## src/rtl/cfgr_pkg.sv

```systemverilog
package cfgr_pkg;

  localparam int DEV_W  = 5;
  localparam int FN_W   = 3;
  localparam int OFF_W  = 8;
  localparam int SLOT_W = DEV_W + FN_W;
  localparam int DATA_W = 32;
  localparam int SIZE_W = 3;
  localparam int ERR_W  = 3;

  localparam int ERR_SIZE   = 0;
  localparam int ERR_ABS_WR = 1;
  localparam int ERR_DUP    = 2;

  typedef enum logic [1:0] {
    KIND_FWD_RD    = 2'd0,
    KIND_FWD_WR    = 2'd1,
    KIND_ABSENT_RD = 2'd2,
    KIND_NODATA    = 2'd3
  } rsp_kind_e;

  function automatic logic size_is_legal(input logic [SIZE_W-1:0] sz);
    return (sz == 3'd1) || (sz == 3'd2) || (sz == 3'd4);
  endfunction

  function automatic logic [DATA_W-1:0] sized_ones(input logic [SIZE_W-1:0] sz);
    logic [DATA_W-1:0] v;
    case (sz)
      3'd1:    v = 32'h0000_00FF;
      3'd2:    v = 32'h0000_FFFF;
      3'd4:    v = 32'hFFFF_FFFF;
      default: v = '0;
    endcase
    return v;
  endfunction

endpackage

```

## src/rtl/cfgr_decode.sv

```systemverilog
module cfgr_decode
  import cfgr_pkg::*;
#(
  parameter int               ADDR_W   = 16,
  parameter logic [ADDR_W-1:0] WIN_MASK = '1
) (
  input  logic [ADDR_W-1:0] addr,
  input  logic [SIZE_W-1:0] size,
  output logic [SLOT_W-1:0] slot,
  output logic [OFF_W-1:0]  offset,
  output logic              legal
);

  logic [ADDR_W-1:0] masked;

  always_comb begin
    masked = addr & WIN_MASK;
    slot   = masked[OFF_W+SLOT_W-1:OFF_W];
    offset = masked[OFF_W-1:0];
    legal  = size_is_legal(size);
  end

endmodule

```

## src/rtl/cfgr_match.sv

```systemverilog
module cfgr_match
  import cfgr_pkg::*;
#(
  parameter int NUM_FN = 4
) (
  input  logic [NUM_FN-1:0]        claim_valid,
  input  logic [NUM_FN*SLOT_W-1:0] claim_slot,
  input  logic [SLOT_W-1:0]        tgt_slot,
  output logic [NUM_FN-1:0]        hit_vec,
  output logic                     hit,
  output logic                     dup
);

  logic [NUM_FN-1:0] raw_hit;

  // per-agent comparators
  for (genvar g = 0; g < NUM_FN; g++) begin : g_cmp
    assign raw_hit[g] = claim_valid[g] &&
                        (claim_slot[g*SLOT_W +: SLOT_W] == tgt_slot);
  end

  // lowest index wins when several agents match
  always_comb begin
    hit_vec = '0;
    hit     = 1'b0;
    for (int i = 0; i < NUM_FN; i++) begin
      if (raw_hit[i] && !hit) begin
        hit_vec[i] = 1'b1;
        hit        = 1'b1;
      end
    end
  end

  // pairwise occupancy clash detection over the whole claim list
  always_comb begin
    dup = 1'b0;
    for (int i = 0; i < NUM_FN; i++) begin
      for (int j = i + 1; j < NUM_FN; j++) begin
        if (claim_valid[i] && claim_valid[j] &&
            (claim_slot[i*SLOT_W +: SLOT_W] == claim_slot[j*SLOT_W +: SLOT_W]))
          dup = 1'b1;
      end
    end
  end

endmodule

```

## src/rtl/cfgr_resp.sv

```systemverilog
module cfgr_resp
  import cfgr_pkg::*;
#(
  parameter int NUM_FN = 4
) (
  input  logic                     clk,
  input  logic                     rst_n,
  input  logic                     s1_valid,
  input  rsp_kind_e                s1_kind,
  input  logic [SIZE_W-1:0]        s1_size,
  input  logic [NUM_FN-1:0]        sel,
  input  logic [NUM_FN*DATA_W-1:0] fn_rdata,
  output logic                     rsp_valid,
  output logic [DATA_W-1:0]        rsp_rdata
);

  logic [DATA_W-1:0] mux_data;
  logic [DATA_W-1:0] data_d;

  always_comb begin
    mux_data = '0;
    for (int i = 0; i < NUM_FN; i++)
      mux_data = mux_data | (fn_rdata[i*DATA_W +: DATA_W] & {DATA_W{sel[i]}});
  end

  always_comb begin
    case (s1_kind)
      KIND_FWD_RD:    data_d = mux_data;
      KIND_ABSENT_RD: data_d = sized_ones(s1_size);
      default:        data_d = '0;
    endcase
  end

  always_ff @(posedge clk or negedge rst_n) begin
    if (!rst_n) begin
      rsp_valid <= 1'b0;
      rsp_rdata <= '0;
    end else begin
      rsp_valid <= s1_valid;
      if (s1_valid) rsp_rdata <= data_d;
    end
  end

  AST_SEL_THEN_RSP: assert property (@(posedge clk) disable iff (!rst_n)
    (|sel) |=> rsp_valid);

endmodule

```

## src/rtl/cfgr_err.sv

```systemverilog
module cfgr_err
  import cfgr_pkg::*;
(
  input  logic             clk,
  input  logic             rst_n,
  input  logic [ERR_W-1:0] evt,
  output logic [ERR_W-1:0] err_q
);

  logic [ERR_W-1:0] err_d;
  logic             err_en;

  always_comb begin
    err_en = |evt;
    err_d  = err_q | evt;
  end

  always_ff @(posedge clk or negedge rst_n) begin
    if (!rst_n)      err_q <= '0;
    else if (err_en) err_q <= err_d;
  end

  AST_ERR_STICKY: assert property (@(posedge clk) disable iff (!rst_n)
    (|err_q) |=> ((err_q & $past(err_q)) == $past(err_q)));

  AST_DUP_FLAGGED: assert property (@(posedge clk) disable iff (!rst_n)
    evt[ERR_DUP] |=> err_q[ERR_DUP]);

endmodule

```

## src/rtl/cfg_router.sv

```systemverilog
module cfg_router
  import cfgr_pkg::*;
#(
  parameter int                ADDR_W   = 16,
  parameter logic [ADDR_W-1:0] WIN_MASK = '1,
  parameter int                NUM_FN   = 4
) (
  input  logic                     clk,
  input  logic                     rst_n,
  input  logic                     req_valid,
  input  logic                     req_write,
  input  logic [ADDR_W-1:0]        req_addr,
  input  logic [SIZE_W-1:0]        req_size,
  input  logic [DATA_W-1:0]        req_wdata,
  input  logic [NUM_FN-1:0]        claim_valid,
  input  logic [NUM_FN*SLOT_W-1:0] claim_slot,
  output logic [NUM_FN-1:0]        fn_sel,
  output logic                     fn_write,
  output logic [OFF_W-1:0]         fn_offset,
  output logic [SIZE_W-1:0]        fn_size,
  output logic [DATA_W-1:0]        fn_wdata,
  input  logic [NUM_FN*DATA_W-1:0] fn_rdata,
  output logic                     rsp_valid,
  output logic [DATA_W-1:0]        rsp_rdata,
  output logic [ERR_W-1:0]         err_status
);

  // reset: asserted asynchronously, released through two flops
  logic rst_meta, rst_s;
  always_ff @(posedge clk or negedge rst_n) begin
    if (!rst_n) begin
      rst_meta <= 1'b0;
      rst_s    <= 1'b0;
    end else begin
      rst_meta <= 1'b1;
      rst_s    <= rst_meta;
    end
  end

  logic [SLOT_W-1:0] dec_slot;
  logic [OFF_W-1:0]  dec_off;
  logic              dec_legal;
  logic [NUM_FN-1:0] hit_vec;
  logic              hit;
  logic              dup;

  cfgr_decode #(.ADDR_W(ADDR_W), .WIN_MASK(WIN_MASK)) u_decode (
    .addr   (req_addr),
    .size   (req_size),
    .slot   (dec_slot),
    .offset (dec_off),
    .legal  (dec_legal)
  );

  cfgr_match #(.NUM_FN(NUM_FN)) u_match (
    .claim_valid (claim_valid),
    .claim_slot  (claim_slot),
    .tgt_slot    (dec_slot),
    .hit_vec     (hit_vec),
    .hit         (hit),
    .dup         (dup)
  );

  // stage 1: select and forwarded fields
  logic [NUM_FN-1:0] s1_sel_d, s1_sel_q;
  rsp_kind_e         s1_kind_d, s1_kind_q;
  logic              s1_valid_q;
  logic [OFF_W-1:0]  s1_off_q;
  logic [SIZE_W-1:0] s1_size_q;
  logic              s1_write_q;
  logic [DATA_W-1:0] s1_wdata_q;
  logic [ERR_W-1:0]  err_evt;

  always_comb begin
    s1_sel_d  = '0;
    s1_kind_d = KIND_NODATA;
    if (req_valid && dec_legal) begin
      if (hit) begin
        s1_sel_d  = hit_vec;
        s1_kind_d = req_write ? KIND_FWD_WR : KIND_FWD_RD;
      end else begin
        s1_kind_d = req_write ? KIND_NODATA : KIND_ABSENT_RD;
      end
    end
  end

  always_comb begin
    err_evt             = '0;
    err_evt[ERR_SIZE]   = req_valid && !dec_legal;
    err_evt[ERR_ABS_WR] = req_valid && dec_legal && req_write && !hit;
    err_evt[ERR_DUP]    = dup;
  end

  always_ff @(posedge clk or negedge rst_s) begin
    if (!rst_s) begin
      s1_valid_q <= 1'b0;
      s1_sel_q   <= '0;
      s1_kind_q  <= KIND_NODATA;
      s1_off_q   <= '0;
      s1_size_q  <= '0;
      s1_write_q <= 1'b0;
      s1_wdata_q <= '0;
    end else begin
      s1_valid_q <= req_valid;
      s1_sel_q   <= s1_sel_d;
      if (req_valid) begin
        s1_kind_q  <= s1_kind_d;
        s1_off_q   <= dec_off;
        s1_size_q  <= req_size;
        s1_write_q <= req_write;
        s1_wdata_q <= req_wdata;
      end
    end
  end

  assign fn_sel    = s1_sel_q;
  assign fn_write  = s1_write_q;
  assign fn_offset = s1_off_q;
  assign fn_size   = s1_size_q;
  assign fn_wdata  = s1_wdata_q;

  cfgr_resp #(.NUM_FN(NUM_FN)) u_resp (
    .clk       (clk),
    .rst_n     (rst_s),
    .s1_valid  (s1_valid_q),
    .s1_kind   (s1_kind_q),
    .s1_size   (s1_size_q),
    .sel       (s1_sel_q),
    .fn_rdata  (fn_rdata),
    .rsp_valid (rsp_valid),
    .rsp_rdata (rsp_rdata)
  );

  cfgr_err u_err (
    .clk   (clk),
    .rst_n (rst_s),
    .evt   (err_evt),
    .err_q (err_status)
  );

  AST_SEL_ONEHOT: assert property (@(posedge clk) disable iff (!rst_s)
    $onehot0(fn_sel));

  AST_SEL_NEEDS_REQ: assert property (@(posedge clk) disable iff (!rst_s)
    (|fn_sel) |-> $past(req_valid));

  AST_BADSIZE_NOSEL: assert property (@(posedge clk) disable iff (!rst_s)
    (req_valid && !dec_legal) |=> (fn_sel == '0));

  AST_ABSENT_NOSEL: assert property (@(posedge clk) disable iff (!rst_s)
    (req_valid && dec_legal && !hit) |=> (fn_sel == '0));

endmodule

```

## config.mk

```make
export PLATFORM = sky130hd
export DESIGN_NAME = cfg_router
export DESIGN_NICKNAME = d
export VERILOG_FILES = /design/src/rtl/cfgr_pkg.sv /design/src/rtl/cfgr_decode.sv /design/src/rtl/cfgr_match.sv /design/src/rtl/cfgr_resp.sv /design/src/rtl/cfgr_err.sv /design/src/rtl/cfg_router.sv
export SDC_FILE = /design/constraint.sdc
export NUM_CORES = 1
export LEC_CHECK = 0
export ABC_AREA = 1
export BUFFER_PORTS_ARGS = -buffer_cell sky130_fd_sc_hd__buf_2
export CELL_PAD_IN_SITES_DETAIL_PLACEMENT = 1
export CELL_PAD_IN_SITES_GLOBAL_PLACEMENT = 2
export CORE_MARGIN = 3
export CORE_UTILIZATION = 24
export DETAILED_ROUTE_END_ITERATION = 10
export PLACE_DENSITY_LB_ADDON = 0.1
export SETUP_SLACK_MARGIN = 0.3
export SYNTH_ARGS = -nofsm -noshare
export SYNTH_HDL_FRONTEND = slang
export SYNTH_SLANG_ARGS = --single-unit
```

## constraint.sdc

```tcl
create_clock -name clk -period 5.7 [get_ports clk]
set_input_delay 0.57 -clock clk [delete_from_list [all_inputs] [get_ports clk]]
set_output_delay 0.57 -clock clk [all_outputs]
set_load 0.03 [all_outputs]
```

==> impl_metrics.csv <==
group,metric,value,unit
status,outcome,"finished clean",
route,drc_errors,0,
route,dr.pass1.iters,4,
worst_setup_path,crit_type,"register to output pin",
pwr,swShare,34.0,%
synth,yosys.area_share.simple,35.9,%
global_routing,grt_max_degree,50,
floorplan,start_util,24.7,%
clock_network,clock-sinks,89,
synth,yosys.area_share.xor_xnor,3.70,%
pwr,p_switching,0.000589,W
clock_network,cts_buffer_depth,2,
synth,synth_nets,1000,
floorplan,io_pins,303,
synth,async_reset_ff_share,100,%
route,drt-total-wl,23.2,mm
worst_setup_path,startpoint_type,"register",
floorplan,die_h,157,um
worst_setup_path,worstPathRequired,5.13,ns
sta,report.final.hold_viol_count,0,
cells_and_area,fill_cells,2897,
clock_network,clkTransAtPathRegs,0.07,ns
cells_and_area,drive_gt1_share,34.2,%
synth,synth_area,5440,sq um
global_routing,grt_pass1_vias,6189,
synth,synth_cell_types,39,
cells_and_area,ff_latch_area,2230,sq um
cells_and_area,num_antenna_cells,0,
sta,finalMaxSlewViolations,0,
sta,relSlewSlack,38.4,%
place,gp_congestion,0.855,
sta,setup_tns,0,ns
clock_network,post_cts_buffers,0,
pwr,intPower,0.00114,W
worst_setup_path,cp.arrival,1.60,ns
floorplan,fp.dieW,157,um
synth,synth_top_family_by_area,"simple AND/OR/NAND/NOR gates",
synth,yosys_warnings,0,
worst_setup_path,end_kind,"output pin",
sta,setup_viol_count_final,0,
pwr,pwr-share-comb,25.8,%
pwr,power_density,232,nW/um^2
sta,min_period,2.17,ns
synth,synth_compound_area_share,12.6,%
floorplan,dieArea,24500,sq um
global_routing,grt-ovfl-total,0,
route,vias_per_cell,4.52,
synth,ys_seq_elements,89,
route,drt_iter0_drc,248,
global_routing,antenna_found_initial,0,
place,place_area,7180,sq um
sta,post-route-period-util,38.0,%
synth,avgSynthCellArea,6.97,sq um
sta,fmax,0.462,GHz
clock_network,cts_tree,"yes",
pwr,peakVddDrop,0.149,mV
pwr,seq_power_share,41.6,%
clock_network,clock_latency,0.35,ns
clock_network,cts_root_buf,"clkbuf_16",
pwr,power_leakage,4.01,nW
sta,rsz0062_at_grt,"false",
global_routing,grt_usage,18.2,%
global_routing,grt_pass1_wl,34.5,mm
synth,synth_mux_area_share,0,%
floorplan,core,22000,sq um
place,dp_hpwl,18.4,mm
pwr,p_clk_share,32.6,%
worst_setup_path,path_max_fanout,22,
place,port_buffers,302,
synth,synthCells,781,
synth,synth_seq_area_share,41.0,%
route,post_drt_wl_per_cell,17.1,um
route,dr_total_vias,6100,
hold_path,hp-class,"register to asynchronous set/reset pin",
synth,synth_edf_count,0,
synth,synth_ff_type,"dfrtp_1",
cells_and_area,final_area,7470,sq um
clock_network,htreeDepth,3,
cells_and_area,nets,1285,
cells_and_area,multi_input_area,2850,sq um
clock_network,cts_made_buffers,9,
sta,clock_skew,0.00714,ns
route,ant_nets,0,
synth,synthAdderAreaFrac,0,%
floorplan,num_rows,54,
sta,worst_pin_slew,0.925,ns
cells_and_area,area_delta_synth_final,37.2,%
job,cap_violations,0,
## registers in the layout (all words and copies together), names as in the netlist
signal	cells
s1_kind_q	2
fn_size	3
fn_wdata	32
fn_write	1
s1_valid_q	1
rst_meta	1
u_resp.rsp_rdata	32
u_resp.rsp_valid	1
fn_sel	4
fn_offset	8
rst_s	1
u_err.err_q	3
## cell usage in the layout (no fill, tap or decap), drive strengths merged
cell type,instances
nand2,333
buf,309
nor2,99
dfrtp,87
inv,47
a21oi,40
nand4,29
o21ai,29
a22o,16
xor2,12
nand3,12
xnor2,11
clkbuf,10
o22ai,6
nor3,6
o211ai,4
clkinv,3
o21bai,3
clkinvlp,3
a21boi,2
dfstp,2
or2,2
o21a,1
nand3b,1
a21o,1
a31oi,1
dlygate4sd3,1
conb,1
## timing repair
| action | 4_1_cts | 5_1_grt |
|---|---|---|
| resized for setup | 0 | 0 |
| hold buffers | 1 | 0 |
| endpoints found under the hold margin | 2 | 0 |
## routing by layer
| layer | up-vias | GRT usage [%] | part of all wire [%] |
|---|---|---|---|
| met1 | 2826 | 22.5 | 42 |
| li1 | 3054 | - | - |
| met3 | 19 | 3.62 | 5.9 |
| met4 | 0 | 3.96 | 1.4 |
| met5 | - | 0 | 0 |
| met2 | 201 | 32.7 | 50 |
## through the flow
step / worst slack [ns] / hold WS [ns] / std cells / utilization, % / total power (W)
floorplan: 3.04 / 0.274 / 781 / - / 0.000981
global placement: 3.42 / 0.347 / 1334 / 32.6 / 0.00118
detailed placement: 3.35 / 0.336 / 1334 / 32.6 / 0.00119
CTS: 3.48 / 0.363 / 1351 / 33.9 / 0.00177
global route: 3.42 / 0.374 / 1351 / 33.9 / 0.00184
finish: 3.53 / 0.332 / 1351 / 33.9 / 0.00173
## kinds of logic after synthesis
family / count (synthesis)
and+or+nand+nor: 482
xor gates and xnor gates: 23
DFF: 89
other: 1
AOI/OAI and AO/OA: 103
buffers and inverters: 83
## path summary, 6_finish.rpt
kind,startpoint,endpoint,slack [ns],cells after the start
max,fn_sel[0]$_DFF_PN0_,fn_sel[0],3.53,2
min,rst_s$_DFF_PN0_,fn_wdata[16]$_DFFE_PN0P_,0.33,0
max reg2reg,s1_kind_q[1]$_DFFE_PN1P_,u_resp.rsp_rdata[3]$_DFFE_PN0P_,3.92,5
min reg2reg,rst_s$_DFF_PN0_,fn_wdata[16]$_DFFE_PN0P_,0.33,0
max in group asynchronous,rst_s$_DFF_PN0_,fn_offset[1]$_DFFE_PN0P_,4.32,1
min in group clk,rst_meta$_DFF_PN0_,rst_s$_DFF_PN0_,0.36,0
## layout make-up
type | count | share of cell area (%)
tap | 280 | 4.69
timing repair buffer | 310 | 21.1
sequential | 89 | 29.9
clock buffer | 10 | 3.20
multi-input combinational | 609 | 38.2
inverter | 47 | 2.38
clock inverter | 6 | 0.553
## power groups by stage
stage | Clock [W] | Combinational [W] | Sequential [W]
after floorplan | 0 | 0.000142 | 0.000838
after global placement | 0 | 0.000451 | 0.000733
after detailed placement | 0 | 0.000454 | 0.000733
after CTS | 0.000594 | 0.000456 | 0.000722
after global routing | 0.000624 | 0.000492 | 0.000729
final | 0.000565 | 0.000448 | 0.000720
## worst max-delay path, cell delays in order, from the launching register on
cell and delay [ns]:
dfrtp_1 0.65, buf_4 0.36, buf_2 0.25
## synthesized netlist by cell type (5+ instances only)
cell / n / area [sq um]
dfrtp_1: 87 / 2180
nor2_2: 11 / 68.8
nor2_1: 88 / 330
clkbuf_2: 5 / 25.0
buf_2: 10 / 50.1
xnor2_1: 11 / 96.3
a21oi_1: 30 / 150
o22ai_1: 6 / 37.5
nand3_1: 10 / 50.1
nand2_1: 333 / 1250
o21ai_0: 25 / 125
a22o_1: 16 / 140
clkbuf_1: 16 / 60.1
nand4_1: 29 / 181
a21oi_2: 10 / 87.6
nor3_1: 5 / 25.0
inv_1: 38 / 143
inv_2: 8 / 30.0
xor2_1: 12 / 105
Power figures use the tool's default switching activity.
